File: src/rtl/mmu_walk_pkg.sv
package mmu_walk_pkg;

   typedef enum logic [1:0] {
      ET_INV  = 2'd0,
      ET_PTR  = 2'd1,
      ET_LEAF = 2'd2,
      ET_RSVD = 2'd3
   } ent_type_e;

   typedef enum logic [2:0] {
      FK_NONE     = 3'd0,
      FK_INVALID  = 3'd1,
      FK_RESERVED = 3'd2,
      FK_PRIV     = 3'd3,
      FK_ACCESS   = 3'd4
   } fault_kind_e;

   typedef enum logic [2:0] {
      S_IDLE,
      S_RD,
      S_RWAIT,
      S_WB,
      S_WWAIT,
      S_FIN
   } walk_state_e;

   localparam logic [1:0] ACC_WRITE = 2'd1;
   localparam logic [1:0] ACC_EXEC  = 2'd2;

   localparam int BIT_REF   = 5;
   localparam int BIT_MOD   = 6;
   localparam int BIT_CACHE = 7;

endpackage

File: src/rtl/mmu_walk_perm.sv
module mmu_walk_perm
   import mmu_walk_pkg::*;
(
   input  logic [2:0] code,
   input  logic       user,
   input  logic [1:0] acc,
   output logic       priv_fault,
   output logic       acc_fault
);

   logic can_r, can_w, can_x;

   always_comb begin
      // supervisor view first
      can_r = (code != 3'd4);
      can_w = code[0];
      can_x = (code == 3'd2) || (code == 3'd3) || (code == 3'd4) || code[2] & code[1];
      // user view narrows code 5 to read only
      if (user && code == 3'd5) begin
         can_w = 1'b0;
      end
      priv_fault = user & code[2] & code[1];
      if (acc == ACC_WRITE) begin
         acc_fault = ~priv_fault & ~can_w;
      end else if (acc == ACC_EXEC) begin
         acc_fault = ~priv_fault & ~can_x;
      end else begin
         acc_fault = ~priv_fault & ~can_r;
      end
   end

endmodule

File: src/rtl/mmu_walk_eaddr.sv
module mmu_walk_eaddr #(
   parameter int CTX_W = 4,
   parameter int RGN_W = 8,
   parameter int SEG_W = 6,
   parameter int PG_W  = 6,
   parameter int OFF_W = 12,
   parameter int ENT_W = 32,
   parameter int PA_W  = 36,
   localparam int VPN_W   = RGN_W + SEG_W + PG_W,
   localparam int BASE_SH = PA_W - (ENT_W - 2)
) (
   input  logic [1:0]         level,
   input  logic [PA_W-1:0]    ctx_base,
   input  logic [CTX_W-1:0]   ctx,
   input  logic [VPN_W-1:0]   vpn,
   input  logic [ENT_W-3:0]   ptr_hi,
   output logic [PA_W-1:0]    addr
);

   logic [PA_W-1:0] base;
   logic [PA_W-1:0] idx;

   always_comb begin
      base = PA_W'(ptr_hi) << BASE_SH;
      case (level)
         2'd0: begin
            base = ctx_base;
            idx  = PA_W'(ctx);
         end
         2'd1:    idx = PA_W'(vpn[VPN_W-1 -: RGN_W]);
         2'd2:    idx = PA_W'(vpn[PG_W +: SEG_W]);
         default: idx = PA_W'(vpn[PG_W-1:0]);
      endcase
      addr = base + (idx << 2);
   end

endmodule

File: src/rtl/mmu_walk_pa.sv
module mmu_walk_pa #(
   parameter int SEG_W = 6,
   parameter int PG_W  = 6,
   parameter int OFF_W = 12,
   parameter int PPN_W = 24,
   parameter int VA_W  = 32,
   localparam int PA_W = PPN_W + OFF_W,
   localparam int K3   = OFF_W,
   localparam int K2   = OFF_W + PG_W,
   localparam int K1   = OFF_W + PG_W + SEG_W
) (
   input  logic [1:0]        level,
   input  logic [PPN_W-1:0]  ppn,
   input  logic [VA_W-1:0]   va,
   output logic [PA_W-1:0]   pa
);

   localparam logic [PA_W-1:0] KEEP1 = (PA_W'(1) << K1) - PA_W'(1);
   localparam logic [PA_W-1:0] KEEP2 = (PA_W'(1) << K2) - PA_W'(1);
   localparam logic [PA_W-1:0] KEEP3 = (PA_W'(1) << K3) - PA_W'(1);

   logic [PA_W-1:0] keep;
   logic [PA_W-1:0] frame;

   always_comb begin
      case (level)
         2'd1:    keep = KEEP1;
         2'd2:    keep = KEEP2;
         default: keep = KEEP3;
      endcase
      frame = {ppn, {OFF_W{1'b0}}};
      pa    = (frame & ~keep) | (PA_W'(va) & keep);
   end

endmodule

File: src/rtl/mmu_walker.sv
module mmu_walker
   import mmu_walk_pkg::*;
#(
   parameter int CTX_W      = 4,
   parameter int RGN_W      = 8,
   parameter int SEG_W      = 6,
   parameter int PG_W       = 6,
   parameter int OFF_W      = 12,
   parameter bit LARGE_LEAF = 1'b1,
   localparam int ENT_W = 32,
   localparam int VA_W  = RGN_W + SEG_W + PG_W + OFF_W,
   localparam int PPN_W = ENT_W - 8,
   localparam int PA_W  = PPN_W + OFF_W
) (
   input  logic              clk,
   input  logic              rst_n,
   input  logic              req_valid,
   output logic              req_ready,
   input  logic [VA_W-1:0]   req_va,
   input  logic [CTX_W-1:0]  req_ctx,
   input  logic              req_user,
   input  logic [1:0]        req_acc,
   input  logic [PA_W-1:0]   ctx_tbl_base,
   output logic              mem_req_valid,
   output logic              mem_req_write,
   output logic [PA_W-1:0]   mem_req_addr,
   output logic [ENT_W-1:0]  mem_req_wdata,
   input  logic              mem_rsp_valid,
   input  logic [ENT_W-1:0]  mem_rsp_rdata,
   output logic              done,
   output logic              fault,
   output logic [2:0]        fault_kind,
   output logic [1:0]        fault_level,
   output logic [PA_W-1:0]   pa,
   output logic              cacheable
);

   localparam logic [1:0] LVL_PAGE = 2'd3;

   if (VA_W != 32) begin : g_bad_va
      $error("mmu_walker: index and offset widths must sum to 32");
   end
   if (PA_W < ENT_W) begin : g_bad_pa
      $error("mmu_walker: physical address narrower than a descriptor");
   end

   walk_state_e        state;
   logic [1:0]         level_q;
   logic [VA_W-1:0]    va_q;
   logic [CTX_W-1:0]   ctx_q;
   logic               user_q;
   logic [1:0]         acc_q;
   logic [PA_W-1:0]    cbase_q;
   logic [ENT_W-1:0]   ptr_q;
   logic [PA_W-1:0]    addr_q;
   logic [ENT_W-1:0]   wdata_q;
   logic [PA_W-1:0]    pa_q;
   logic               cache_q;
   logic               fault_q;
   fault_kind_e        kind_q;
   logic [1:0]         flvl_q;

   logic [PA_W-1:0]    ent_addr;
   logic [PA_W-1:0]    leaf_pa;
   logic               priv_f, acc_f;
   logic               leaf_lvl_ok;
   ent_type_e          rsp_type;
   fault_kind_e        rsp_fault;
   logic [ENT_W-1:0]   upd_ent;

   mmu_walk_eaddr #(
      .CTX_W(CTX_W), .RGN_W(RGN_W), .SEG_W(SEG_W), .PG_W(PG_W),
      .OFF_W(OFF_W), .ENT_W(ENT_W), .PA_W(PA_W)
   ) eaddr_i (
      .level    (level_q),
      .ctx_base (cbase_q),
      .ctx      (ctx_q),
      .vpn      (va_q[VA_W-1:OFF_W]),
      .ptr_hi   (ptr_q[ENT_W-1:2]),
      .addr     (ent_addr)
   );

   mmu_walk_pa #(
      .SEG_W(SEG_W), .PG_W(PG_W), .OFF_W(OFF_W), .PPN_W(PPN_W), .VA_W(VA_W)
   ) pa_i (
      .level (level_q),
      .ppn   (mem_rsp_rdata[ENT_W-1:8]),
      .va    (va_q),
      .pa    (leaf_pa)
   );

   mmu_walk_perm perm_i (
      .code       (mem_rsp_rdata[4:2]),
      .user       (user_q),
      .acc        (acc_q),
      .priv_fault (priv_f),
      .acc_fault  (acc_f)
   );

   if (LARGE_LEAF) begin : g_large
      assign leaf_lvl_ok = (level_q != 2'd0);
   end else begin : g_small
      assign leaf_lvl_ok = (level_q == LVL_PAGE);
   end

   assign rsp_type = ent_type_e'(mem_rsp_rdata[1:0]);
   assign upd_ent  = mem_rsp_rdata
                   | (ENT_W'(1) << BIT_REF)
                   | ((acc_q == ACC_WRITE) ? (ENT_W'(1) << BIT_MOD) : '0);

   always_comb begin
      rsp_fault = FK_NONE;
      case (rsp_type)
         ET_INV:  rsp_fault = FK_INVALID;
         ET_RSVD: rsp_fault = FK_RESERVED;
         ET_PTR: begin
            if (level_q == LVL_PAGE) rsp_fault = FK_INVALID;
         end
         default: begin
            if (!leaf_lvl_ok)  rsp_fault = FK_INVALID;
            else if (priv_f)   rsp_fault = FK_PRIV;
            else if (acc_f)    rsp_fault = FK_ACCESS;
         end
      endcase
   end

   always_ff @(posedge clk or negedge rst_n) begin
      if (!rst_n) begin
         state   <= S_IDLE;
         level_q <= '0;
         va_q    <= '0;
         ctx_q   <= '0;
         user_q  <= 1'b0;
         acc_q   <= '0;
         cbase_q <= '0;
         ptr_q   <= '0;
         addr_q  <= '0;
         wdata_q <= '0;
         pa_q    <= '0;
         cache_q <= 1'b0;
         fault_q <= 1'b0;
         kind_q  <= FK_NONE;
         flvl_q  <= '0;
      end else begin
         case (state)
            S_IDLE: begin
               if (req_valid) begin
                  va_q    <= req_va;
                  ctx_q   <= req_ctx;
                  user_q  <= req_user;
                  acc_q   <= req_acc;
                  cbase_q <= ctx_tbl_base;
                  level_q <= 2'd0;
                  state   <= S_RD;
               end
            end
            S_RD: begin
               addr_q <= ent_addr;
               state  <= S_RWAIT;
            end
            S_RWAIT: begin
               if (mem_rsp_valid) begin
                  if (rsp_fault != FK_NONE) begin
                     fault_q <= 1'b1;
                     kind_q  <= rsp_fault;
                     flvl_q  <= level_q;
                     pa_q    <= '0;
                     cache_q <= 1'b0;
                     state   <= S_FIN;
                  end else if (rsp_type == ET_PTR) begin
                     ptr_q   <= mem_rsp_rdata;
                     level_q <= level_q + 2'd1;
                     state   <= S_RD;
                  end else begin
                     fault_q <= 1'b0;
                     kind_q  <= FK_NONE;
                     flvl_q  <= '0;
                     pa_q    <= leaf_pa;
                     cache_q <= mem_rsp_rdata[BIT_CACHE];
                     wdata_q <= upd_ent;
                     state   <= (upd_ent != mem_rsp_rdata) ? S_WB : S_FIN;
                  end
               end
            end
            S_WB:    state <= S_WWAIT;
            S_WWAIT: if (mem_rsp_valid) state <= S_FIN;
            S_FIN:   state <= S_IDLE;
            default: state <= S_IDLE;
         endcase
      end
   end

   assign req_ready     = (state == S_IDLE);
   assign mem_req_valid = (state == S_RD) || (state == S_WB);
   assign mem_req_write = (state == S_WB);
   assign mem_req_addr  = (state == S_WB) ? addr_q : ent_addr;
   assign mem_req_wdata = wdata_q;
   assign done          = (state == S_FIN);
   assign fault         = fault_q;
   assign fault_kind    = kind_q;
   assign fault_level   = flvl_q;
   assign pa            = pa_q;
   assign cacheable     = cache_q;

endmodule

File: config.mk
export PLATFORM = sky130hd
export DESIGN_NAME = mmu_walker
export DESIGN_NICKNAME = d
export VERILOG_FILES = /design/src/rtl/mmu_walk_pkg.sv /design/src/rtl/mmu_walk_perm.sv /design/src/rtl/mmu_walk_eaddr.sv /design/src/rtl/mmu_walk_pa.sv /design/src/rtl/mmu_walker.sv
export SDC_FILE = /design/constraint.sdc
export NUM_CORES = 1
export LEC_CHECK = 0
export BUFFER_PORTS_ARGS = -buffer_cell sky130_fd_sc_hd__buf_2
export CAP_MARGIN = 20
export CORE_ASPECT_RATIO = 0.7
export CORE_MARGIN = 2
export CORE_UTILIZATION = 33
export CTS_CLUSTER_DIAMETER = 30
export DETAILED_ROUTE_END_ITERATION = 8
export PLACE_DENSITY = 0.5
export SETUP_SLACK_MARGIN = 0.02
export SYNTH_ARGS = -nofsm -noshare
export SYNTH_HDL_FRONTEND = slang
export SYNTH_SLANG_ARGS = --single-unit
File: constraint.sdc
create_clock -name clk -period 5.3 [get_ports clk]
set_clock_uncertainty 0.2 [all_clocks]
set_input_delay 0.265 -clock clk [delete_from_list [all_inputs] [get_ports clk]]
set_output_delay 0.265 -clock clk [all_outputs]
set_load 0.01 [all_outputs]
# Word-level counts from Yosys, hierarchy flattened
# Index checks and enable logic that the tools add are counted.
word_totals:
  regBits: 223
  out_inout_bits: 115
  wordCells: 110
op_classes:
  add_sub_neg: 2
  n_eq_ne: 24
  mux: 35
  bitwise: 17
  n_reduce_logical: 17
op_table:
  columns: ["operator", "n"]
  rows:
  - ["2-to-1 mux 36 bit", 4]
  - ["one-hot mux 24 bit (2 select lines)", 1]
  - ["adder 36 x 10 -> 36 bit", 1]
  - ["AND 36 bit", 1]
  - ["inverter 24 -> 36 bit", 1]
  - ["OR 36 bit", 1]
  - ["2-to-1 mux 3 bit", 11]
  - ["AND 32 x 24 -> 32 bit", 1]
  - ["inequality test 32 bit", 1]
  - ["OR 32 x 7 -> 32 bit", 1]
  - ["one-hot mux 8 bit (3 select lines)", 1]
  - ["one-hot mux 3 bit (5 select lines)", 1]
  - ["== test 3 x 2 -> 1 bit, second input constant", 4]
  - ["== test 3 bit, second input constant", 4]
  - ["2-to-1 mux 2 bit", 6]
  - ["inequality test 2 bit, second input constant", 6]
  - ["one-hot mux 3 bit (3 select lines)", 1]
  - ["== test 2 bit, second input constant", 4]
  - ["2-to-1 mux 1 bit", 8]
  - ["AND reduction 4 bit", 2]
  - ["2-to-1 mux 7 bit", 1]
  - ["AND 1 bit", 6]
  - ["== test 2 x 1 -> 1 bit, second input constant", 3]
  - ["inverter 1 bit", 6]
  - ["other kinds (13)", 19]

# Longest topological paths before layout
logic_depth:
  word_depth: 16
  mapped_depth: 19

# Hierarchy
# A second synthesis with hierarchy kept.
hier_totals:
  hier_cells: 1002
  hier_area_um2: 10955.5
modules_own_cells:
  columns: ["module", "n_inst", "cells_each", "area_per_inst_um2", "seq_area_each_um2"]
  rows:
  - ["mmu_walker", 1, 726, 8780.9, 5530.3]
  - ["mmu_walk_eaddr", 1, 225, 1710.4, 0.0]
  - ["mmu_walk_pa", 1, 40, 399.1, 0.0]
  - ["mmu_walk_perm", 1, 11, 65.1, 0.0]

# Worst setup path after synthesis
# No wires, ideal clock.
synth_timing:
  kind: "reg-to-output"
  from: "reg level_q[0]"
  to: "out mem_req_addr[18]"
  arrival_time_ns: 3.889
  setup_slack_ns: 0.946
  stages_incl_launch_ff: 20
  path_buffers: 6
  cell_sequence: "dfrtp_1 > inv_1 > ha_1 > buf_6 > buf_6 > buf_2 > buf_2 > buf_2 > buf_2 > a222oi_1 > mux2i_1 > ha_1 > inv_1 > fa_1 > nand2b_1 > a211oi_1 > o211ai_1 > a221oi_1 > xor2_1 > o21ai_0"
synth_via:
  elab_chain_cells: 4
  word_cells_on_any_way: 7
  cone_classes: "add/sub: 1; eq/ne: 2; mux: 3; reduce/logical: 1"
synth_lines:
  columns: ["item", "line", "text"]
  rows:
  - ["from (decl)", "mmu_walker.sv:48", "logic [1:0] level_q;"]
  - ["from (signal assigned)", "mmu_walker.sv:172", "level_q <= level_q + 2'd1;"]
  - ["== test 2 bit, or another cell as far along", "mmu_walk_eaddr.sv:25", "case (level)"]
  - ["one-hot mux 8 bit (3 select lines) / 2-to-1 mux 36 bit (equally long branches)", "mmu_walk_eaddr.sv:25", null]
  - ["adder 36 x 10 -> 36 bit (*)", "mmu_walk_eaddr.sv:34", "addr = base + (idx << 2);"]
  - ["2-to-1 mux 36 bit (*)", "mmu_walker.sv:196", "assign mem_req_addr = (state == S_WB) ? addr_q : ent_addr;"]
  - ["to (decl)", "mmu_walker.sv:26", "output logic [PA_W-1:0] mem_req_addr,"]
# Mark *: on every way between the ends. The rest lies on a longest branch, timed or not.

# Final worst setup path
layout_timing:
  from: "reg level_q[0]"
  to: "out mem_req_addr[33]"
# The elaborated chain is that of the path after synthesis.

==> metrics <==
status complete, no violations; Max Used Layer met4; routability cong. 0.8389; Vias 8893; Reg clk slew, reported paths 0.05 ns; crit end category output port; Inst Count DP approximately 1600; final setup TNS 0 ns; most common cell in the netlist nand2_1; register area share after synthesis 0.5105; largest family of logic cells by synthesized area multiplexers; Startpoint Class flop; crit-path max FO 11; Peak Freq roughly 210 MHz; antenna violations before repair 0; Final WS setup ~0.5 ns; dominant synthesized flop cell dfrtp_1; met2 routed WL ~14000 um; top cell type's share of synthesized area 0.5105; mux cell area share after synthesis 0.1535; final instance area 15320 um2; Slew headroom 0.3083; worst path required time 4.84 ns; Mean Syn Cell Area roughly 11 um2; largest stage delay on the critical path 0.75 ns; DRT iter0 DRCs ~600; Setup Buffers After CTS 0; unrepaired setup endpoints after global routing false; placeable core region 32340 um2; vias in the first global route 8908; Synth async-reset ratio 1.000; wl on met1 around 17000 um; clk sinks 221; number of fill cells 3003; CP Class reg2out; gate count of the mapped netlist 1022; vias per cell a little under 5; grt ovf 0; EDFF count, synth 0; nets approximately 1500; WHS 0.1274 ns; Period Utilization, post-route 0.9039; Lkg Pwr 7.295 nW; share of cells above drive strength 1 0.3321; Initial Utilization 0.3350; Pint 0.006342 W; worst min-delay path class in2async; die area 34320 um2; Cell Area, Synth roughly 11000 um2; Post-synth top cells 228 x nand2_1, 221 x dfrtp_1, 113 x mux2_2; DP Wirelength ~23000 um; Synth area leaders dfrtp_1 51%, mux2_2 12%, nand2_1 7.9%, mux2i_1 3.6%, o21ai_0 3.6%; Max Slew Vio Count 0; Worst EP arrival 4.33 ns; # DRC 0; # rows 55; Synth Area in Simple Gates 0.1511; pin slew with the least headroom to its limit 1.038 ns; final WL 33610 um; Yosys warnings 0; Die W 220.6 um; DP Area 12340 um2; endpoints failing setup 0; Ports 226; sequential power share 0.301; sw frac 0.3646; clock latency on the worst-skew pair ~0.55 ns; max-cap violation count 0; Avg WL per Cell 18.37 um; PwrDens 651.5 nW/um2; Synth Area in XOR/XNOR 0.02264; Gate power share 0.358; antenna viol nets, final 0; H-tree Lvls 2; Fin. Hold Viols 0; first-pass GRT wire length around 52000 um; die height 155.6 um; Num CTS Buffers 51; IO Port Bufs ~230; adder-cell area share of the yosys netlist 0.01802; minimum clock period after layout 4.791 ns; crit-path cells inv_1, ha_1, a22oi_1, nand2_1, mux2i_1, inv_1, ha_1, a21o_1, nand4_1, a21o_1, a2111oi_4, nor4b_1, nor3_1, buf_2; TritonCTS clock tree yes; Total GRT Usage 0.1979; Max Root-Sink Buffers 3; Detail Route met3 WL 1962 um; n_diodes 0; largest net degree at the start of global routing 113; Switching Power approximately 0.0036 W; slowest CP cell a2111oi_4; Root Driver clkbuf_16; number of distinct library cells after synthesis 70; clock share of power 0.341; router iterations before antenna repair 8; final instance count without filler cells 1830; Layout area overhead 41.41%; VDD IR-drop max 0.4596 mV; compound-cell area share of the yosys netlist 0.1133; syn nets 1148; pre-CTS setup slack 1.054 ns; FF+latch count, synth 221; Synth area leader dfrtp_1
==> power groups by stage <==
stage          Combinational [W]  Clock (W)  Sequential (W)
5_1_grt                  0.00396    0.00357         0.00312
3_5_place_dp             0.00353          0         0.00302
6_report                 0.00357    0.00340         0.00301
2_1_floorplan            0.00229          0         0.00290
4_1_cts                  0.00361    0.00347         0.00301
3_3_place_gp             0.00349          0         0.00301
==> metal layers <==
metal	global-route usage	vias to the layer above
met2	0.2905	249
met5	0	-
met4	0.04222	0
li1	-	4295
met3	0.04308	42
met1	0.2979	4307
==> worst paths after layout <==
kind	start	endpoint	slack, ns	cells past startpoint
min in group clk	mem_req_wdata[5]	mem_req_wdata[5]	0.26	1
max in group asynchronous	rst_n	cbase_q[34]	3.65	3
hold / removal	rst_n	va_q[21]	0.13	2
setup reg to reg	level_q[0]	addr_q[30]	1.37	9
setup / recovery	level_q[0]	mem_req_addr[33]	0.51	14
hold reg to reg	mem_req_wdata[5]	mem_req_wdata[5]	0.26	1
==> logic make-up after synthesis <==
group | count (synthesis)
simple gates | 349
xor+xnor | 28
compound gates | 185
buf+inv | 72
flops | 221
fa+ha+maj | 15
mux | 152
==> critical path, delay by kind of cell (launching register included) <==
kind,cells,cell delay (ns)
multiplexers,1,0.23
buffers and inverters,3,0.39
adder cells (fa/ha/maj),2,0.59
AO/OA/AOI/OAI,4,1.48
AND/OR/NAND/NOR,4,0.61
flip-flops,1,0.48
==> cell usage in the layout, fill, tap and decap left out, drive strengths merged, types with 3 or more instances in the layout <==
cell type,count
a31oi,4
clkinv,17
bufinv,10
a21oi,17
xnor2,8
nor4,3
xor2,20
buf,235
a22o,15
a2111oi,5
nor2b,6
ha,14
nand2b,11
nand4,6
mux2,113
and2,6
a32o,3
a222oi,5
o21ai,92
inv,15
nor2,24
nor3,14
mux2i,39
a22oi,7
nand3,23
nand4b,3
o31ai,13
clkinvlp,6
a211oi,6
nand3b,11
a21o,5
dlygate4sd3,111
nand2,228
dfrtp,221
clkbuf,59
==> sequential cells by signal, indices dropped and copies added (netlist names) <==
name,flops
fault,1
pa,36
mem_req_wdata,32
level_q,2
fault_level,2
fault_kind,3
user_q,1
ptr_q,30
cacheable,1
ctx_q,4
acc_q,2
addr_q,36
state,3
va_q,32
cbase_q,36
==> layout make-up <==
class | count | area (um2) | area share
Clock inverter | 35 | 496.7 | 0.03242
Sequential cell | 221 | 5530 | 0.3610
Inverter | 13 | 48.80 | 0.003185
Timing Repair Buffer | 346 | 2335 | 0.1524
Tap cell | 427 | 534.3 | 0.03487
Multi-Input combinational cell | 729 | 4999 | 0.3263
Clock buffer | 59 | 1378 | 0.08991
==> through the flow <==
stage | utilization | total power, W
after floorplan | - | 0.005191
after global placement | 0.3814 | 0.006504
after detailed placement | 0.3814 | 0.006543
after CTS | 0.4737 | 0.01009
after global routing | 0.4737 | 0.01065
final | 0.4737 | 0.009981
==> timing repair <==
action / 4_1_cts / 5_1_grt
endpoints found under the setup margin: 0 / 0
gates resized for setup: 0 / 0
hold endpoints to repair: 276 / 0
hold buffers: 111 / 0
Power figures use the tool's default switching activity.
